### config.mk
export PLATFORM = sky130hd
export DESIGN_NAME = uart_ctl_regs
export DESIGN_NICKNAME = d
export VERILOG_FILES = /design/src/rtl/uart_ctl_pkg.sv /design/src/rtl/uart_ctl_latch.sv /design/src/rtl/uart_ctl_en.sv /design/src/rtl/uart_ctl_regs.sv
export SDC_FILE = /design/constraint.sdc
export NUM_CORES = 1
export LEC_CHECK = 0
export ABC_AREA = 1
export CORE_MARGIN = 1.5
export CORE_UTILIZATION = 28
export DETAILED_ROUTE_END_ITERATION = 8
export PLACE_DENSITY = 0.7
export SETUP_SLACK_MARGIN = 0.2
export SYNTH_ARGS = -nofsm -noshare
export SYNTH_HDL_FRONTEND = slang
export SYNTH_SLANG_ARGS = --single-unit
### constraint.sdc
create_clock -name clk -period 2.4 [get_ports clk]
set_clock_uncertainty 0.15 [all_clocks]
set_input_delay 0.6 -clock clk [delete_from_list [all_inputs] [get_ports clk]]
set_output_delay 0.6 -clock clk [all_outputs]
set_load 0.03 [all_outputs]
### src/rtl/uart_ctl_pkg.sv
package uart_ctl_pkg;

   // register offsets (byte addresses)
   localparam int OFS_CTRL   = 'h00;
   localparam int OFS_CMD    = 'h0C;
   localparam int OFS_STATUS = 'h10;
   localparam int OFS_FLAG   = 'h40;
   localparam int OFS_FSET   = 'h44;
   localparam int OFS_FCLR   = 'h48;
   localparam int OFS_MASK   = 'h4C;

   // command bits: direction d uses bit 2d (on) and bit 2d+1 (off)
   localparam int NUM_DIR = 2;      // 0 = receive, 1 = transmit

   // status bit positions
   localparam int ST_TX_ON  = 1;
   localparam int ST_IDLE   = 5;
   localparam int ST_BUFLVL = 6;
   localparam int ST_RXAV   = 7;

   // flag bit positions
   localparam int FLAG_W     = 5;
   localparam int FL_TXDONE  = 0;
   localparam int FL_BUFLVL  = 1;
   localparam int FL_RXAV    = 2;
   localparam int FL_OVR     = 4;

   // which flag bits latch on edges, which follow a level
   localparam logic [FLAG_W-1:0] LATCH_BITS = 5'b10101;
   localparam logic [FLAG_W-1:0] LEVEL_BITS = 5'b00010;

   // control bit positions
   localparam int CT_SYNC   = 0;
   localparam int CT_BUFSEL = 12;

endpackage

### src/rtl/uart_ctl_latch.sv
// One edge-set interrupt flag with software set and clear.
module uart_ctl_latch (
   input  logic clk,
   input  logic rst_n,
   input  logic lvl,
   input  logic sw_set,
   input  logic sw_clr,
   output logic flag
);
   logic prev_q;
   logic rise;

   // prev resets high: a source already high at reset release is not an edge
   always_ff @(posedge clk or negedge rst_n) begin
      if (!rst_n) prev_q <= 1'b1;
      else        prev_q <= lvl;
   end

   assign rise = lvl & ~prev_q;

   // hardware edge dominates a software clear
   always_ff @(posedge clk or negedge rst_n) begin
      if (!rst_n) flag <= 1'b0;
      else        flag <= rise | sw_set | (flag & ~sw_clr);
   end
endmodule

### src/rtl/uart_ctl_en.sv
// Enable state of one direction, driven by on/off command pulses.
module uart_ctl_en (
   input  logic clk,
   input  logic rst_n,
   input  logic go,
   input  logic stop,
   output logic en
);
   always_ff @(posedge clk or negedge rst_n) begin
      if (!rst_n)    en <= 1'b0;
      else if (stop) en <= 1'b0;   // off wins when both arrive
      else if (go)   en <= 1'b1;
   end
endmodule

### src/rtl/uart_ctl_regs.sv
module uart_ctl_regs
   import uart_ctl_pkg::*;
#(
   parameter int ADDR_W = 8,
   parameter int DATA_W = 32
) (
   input  logic              clk,
   input  logic              rst_n,
   input  logic              reg_wr,
   input  logic [ADDR_W-1:0] reg_addr,
   input  logic [DATA_W-1:0] reg_wdata,
   output logic [DATA_W-1:0] reg_rdata,
   input  logic              tx_idle,
   input  logic              tx_buf_empty,
   input  logic              tx_buf_half,
   input  logic              rx_valid,
   input  logic              rx_overrun,
   output logic              rx_enable,
   output logic              tx_enable,
   output logic              sync_mode,
   output logic              irq
);
   localparam logic [DATA_W-1:0] CTRL_KEEP = DATA_W'((1 << CT_SYNC) | (1 << CT_BUFSEL));
   localparam logic [DATA_W-1:0] MASK_KEEP = DATA_W'(LATCH_BITS | LEVEL_BITS);

   // elaboration-time parameter checks
   if (ADDR_W < 7) begin : g_bad_addr
      $error("ADDR_W too narrow for the register map");
   end
   if (DATA_W < CT_BUFSEL + 1) begin : g_bad_data
      $error("DATA_W too narrow for the control word");
   end

   // write decode
   logic wr_ctrl, wr_cmd, wr_fset, wr_fclr, wr_mask;
   assign wr_ctrl = reg_wr && (reg_addr == ADDR_W'(OFS_CTRL));
   assign wr_cmd  = reg_wr && (reg_addr == ADDR_W'(OFS_CMD));
   assign wr_fset = reg_wr && (reg_addr == ADDR_W'(OFS_FSET));
   assign wr_fclr = reg_wr && (reg_addr == ADDR_W'(OFS_FCLR));
   assign wr_mask = reg_wr && (reg_addr == ADDR_W'(OFS_MASK));

   // control and enable-mask storage
   logic [DATA_W-1:0] ctrl_q;
   logic [DATA_W-1:0] ien_q;
   always_ff @(posedge clk or negedge rst_n) begin
      if (!rst_n) begin
         ctrl_q <= '0;
         ien_q  <= '0;
      end else begin
         if (wr_ctrl) ctrl_q <= reg_wdata & CTRL_KEEP;
         if (wr_mask) ien_q  <= reg_wdata & MASK_KEEP;
      end
   end
   assign sync_mode = ctrl_q[CT_SYNC];

   // selected transmit buffer level
   logic buf_lvl;
   assign buf_lvl = ctrl_q[CT_BUFSEL] ? tx_buf_empty : tx_buf_half;

   // direction enables
   logic [NUM_DIR-1:0] dir_en;
   for (genvar d = 0; d < NUM_DIR; d++) begin : g_dir
      uart_ctl_en u_en (
         .clk  (clk),
         .rst_n(rst_n),
         .go   (wr_cmd & reg_wdata[2*d]),
         .stop (wr_cmd & reg_wdata[2*d+1]),
         .en   (dir_en[d])
      );
   end
   assign rx_enable = dir_en[0];
   assign tx_enable = dir_en[1];

   // flag sources by bit position; unused positions carry zero
   logic [FLAG_W-1:0] src_vec;
   always_comb begin
      src_vec            = '0;
      src_vec[FL_TXDONE] = tx_idle;
      src_vec[FL_BUFLVL] = buf_lvl;
      src_vec[FL_RXAV]   = rx_valid;
      src_vec[FL_OVR]    = rx_overrun;
   end

   logic [FLAG_W-1:0] if_word;
   for (genvar i = 0; i < FLAG_W; i++) begin : g_flag
      if (LATCH_BITS[i]) begin : g_latch
         uart_ctl_latch u_lat (
            .clk   (clk),
            .rst_n (rst_n),
            .lvl   (src_vec[i]),
            .sw_set(wr_fset & reg_wdata[i]),
            .sw_clr(wr_fclr & reg_wdata[i]),
            .flag  (if_word[i])
         );
      end else begin : g_pass
         assign if_word[i] = src_vec[i];
      end
   end

   // registered interrupt
   always_ff @(posedge clk or negedge rst_n) begin
      if (!rst_n) irq <= 1'b0;
      else        irq <= |(if_word & ien_q[FLAG_W-1:0]);
   end

   // status word
   logic [DATA_W-1:0] status_w;
   always_comb begin
      status_w            = '0;
      status_w[ST_TX_ON]  = tx_enable;
      status_w[ST_IDLE]   = tx_idle;
      status_w[ST_BUFLVL] = buf_lvl;
      status_w[ST_RXAV]   = rx_valid;
   end

   // read mux
   always_comb begin
      reg_rdata = '0;
      if (reg_addr == ADDR_W'(OFS_CTRL))        reg_rdata = ctrl_q;
      else if (reg_addr == ADDR_W'(OFS_STATUS)) reg_rdata = status_w;
      else if (reg_addr == ADDR_W'(OFS_FLAG))   reg_rdata = DATA_W'(if_word);
      else if (reg_addr == ADDR_W'(OFS_MASK))   reg_rdata = ien_q;
   end
endmodule

==> results.sh <==
export IMPL_cts_root_buffer="clkbuf_8"
export IMPL_crit_path_max_fanout=3
export IMPL_first_pass_iters=4
export IMPL_fin_cells=261
export IMPL_ant_nets=0
export IMPL_syn_to_final_growth_pct=71.5
export IMPL_nFillCells=337
export IMPL_cp_data_required_time_ns=1.65
export IMPL_maxCapViolations=0
export IMPL_path_class="input port to output pin"
export IMPL_min_path_type="flop to flop"
export IMPL_drc=0
export IMPL_netlist_area_leader_share_pct=28.4
export IMPL_grt_max_degree=16
export IMPL_routabilityCongestion=0.804
export IMPL_ys_seq_area_share_pct=35.8
export IMPL_dieHeight_um=64.5
export IMPL_use_met2_pct=21.5
export IMPL_synth_warning_count=0
export IMPL_met3_usage_pct=3.82
export IMPL_initial_core_util_pct=29.1
export IMPL_end_kind="output pin"
export IMPL_synth_top_area_cell="dfrtp_1"
export IMPL_postSynthAreaPerCell_um2=7.51
export IMPL_syn_area_um2=1060
export IMPL_nets=262
export IMPL_seqCellArea_um2=379
export IMPL_top_usage_layer="met2"
export IMPL_setup_viol=0
export IMPL_drtIter0Drc=12
export IMPL_dp_hpwl_um=1810
export IMPL_htreeDepth=1
export IMPL_post_route_period_util_pct=95.4
export IMPL_die_x_um=64.5
export IMPL_layout_min_cycle_time_ns=2.29
export IMPL_cellLeakagePower_nw=0.909
export IMPL_irDropWorstVdd_mv=0.298
export IMPL_gr_usage_all_layers_pct=12.4
export IMPL_dp_cells=242
export IMPL_ios=84
export IMPL_grt_overflow=0
export IMPL_r2r_slack_ns=0.38
export IMPL_final_max_slew_viol_count=0
export IMPL_netlist_top_cells_area="dfrtp_1 28%, buf_4 17%, nand2_1 16%"
export IMPL_dpl_cell_area_um2=1510
export IMPL_multiInputGateArea_um2=648
export IMPL_clk_latency_ns=0.25
export IMPL_fmax_mhz=437
export IMPL_avgRoutedWirePerCell_um=10.2
export IMPL_ys_types=21
export IMPL_grt_pass1_wl_um=4060
export IMPL_ys_ff_latch=15
export IMPL_grt_pass1_vias=988
export IMPL_cts_tree="done"
export IMPL_vias=1054
export IMPL_hold_slack_ns=0.349
export IMPL_clk_pin_slew_ns=0.06
export IMPL_antenna_found_initial=0
export IMPL_cp_data_arrival_time_ns=1.54
export IMPL_cp_start_kind="input port"
export IMPL_use_met1_pct=15.1
export IMPL_cts_buffers=3
export IMPL_n_antenna_cell=0
export IMPL_power_density_nw_per_um2=376
export IMPL_fin_area_um2=1820
export IMPL_drive_gt1_share_pct=44.1
export IMPL_drt_wl_total_um=2670
export IMPL_port_buffers=33
export IMPL_status="completed"
export IMPL_clock_sinks=15
export IMPL_clk_path_buf_depth=2
export IMPL_die_area_um2=4160
export IMPL_rsz0062_at_grt="true"
export IMPL_num_rows=22
export IMPL_syn_inst=141
export IMPL_vias_per_cell=4.04
export IMPL_hold_viol=0
export IMPL_core_um2=3630
-- state kept, by name (all words and copies together), names as in the netlist --
register                     cells
ien_q                            4
g_flag.g_latch.u_lat.flag        3
g_flag.g_latch.u_lat.prev_q      3
ctrl_q                           2
g_dir.u_en.en                    2
irq                              1
-- repair_timing --
action                                 CTS  global route
resized for setup                       67            16
hold buffers                             0             0
pin swaps                               13            12
setup endpoints to repair                8             8
endpoints found under the hold margin    0             0
setup buffers                           12             3
-- worst max-delay path, cell delays in order --
cell and delay [ns]:
buf_6 0.10, buf_6 0.11, nor2_4 0.17, nand2_4 0.08
nor3_4 0.18, nand2_1 0.10, nand3_2 0.07, buf_6 0.13
-- placed cells by master (no fill, tap or decap), types with 4 or more instances in the layout --
cell type	count
nor2_4	10
clkdlybuf4s50_1	15
nand2_1	36
nand3_1	6
buf_4	31
nand3_2	5
buf_6	19
nor2_1	4
dfrtp_1	12
inv_1	11
conb_1	24
nand2_2	7
-- layer usage --
metal	routed length [µm]	part of all wire, %
met2	1440	54
met1	1070	40
met3	143	5.4
met4	12	0.45
met5	0	0
-- logic make-up (layout without fill, tap and decap cells) --
group | Yosys count | in the layout | synth area share, %
AND/OR/NAND/NOR | 77 | 77 | 36.1
buffers and inverters | 39 | 88 | 22.5
flip-flops | 15 | 15 | 35.8
AO/OA/AOI/OAI | 9 | 9 | 5.32
other | 1 | 24 | 0.354
-- cells in the mapped netlist (all sizes together) --
cell type  instances
buf               25
nand4              1
nor3               2
nor4               1
nor2              15
o21ai              2
nand3             12
inv               14
dfrtp             12
nand2             46
a22oi              3
o2111ai            1
dfstp              3
conb               1
a21oi              3
-- power by group --
part           switching [mW]  internal [mW]  total (mW)  leakage (nW)
clock                  0.0935          0.115       0.209        0.0255
combinational           0.120         0.0812       0.202         0.712
sequential            0.00631          0.267       0.273         0.172
total                   0.220          0.463       0.683         0.909
-- metrics by stage --
step                worst slack [ns]  power [mW]  setup TNS, ns  utilization [%]
floorplan                      0.148       0.398              0                -
global placement              -0.355       0.448          -2.39             41.4
detailed placement            -0.336       0.449          -2.30             41.4
CTS                            0.110       0.679              0             47.7
global route                  0.0415       0.713              0             50.0
finish                         0.111       0.683              0             50.0
-- final cells by class --
type / instances / share of cell area, %
repair buffers: 70 / 34.7
flip-flops and latches: 15 / 20.9
clock inverters: 1 / 0.276
well taps: 48 / 3.31
multi-input cells: 110 / 35.7
clock buffers: 3 / 2.27
inverters: 14 / 2.89
-- path summary, 6_finish.rpt --
| path | cells past startpoint | endpoint | startpoint |
|---|---|---|---|
| worst max-delay path | 8 | reg_rdata[0] | reg_addr[6] |
| worst min-delay path | 2 | ien_q[2] | ien_q[2] |
| worst max register to register | 13 | irq | ctrl_q[12] |
| worst min register to register | 2 | ien_q[2] | ien_q[2] |
| max in group asynchronous | 2 | g_flag[4].g_latch.u_lat.prev_q | rst_n |
| min in group asynchronous | 2 | g_flag[4].g_latch.u_lat.flag | rst_n |
Note: power is estimated with default switching activity, not from simulation.
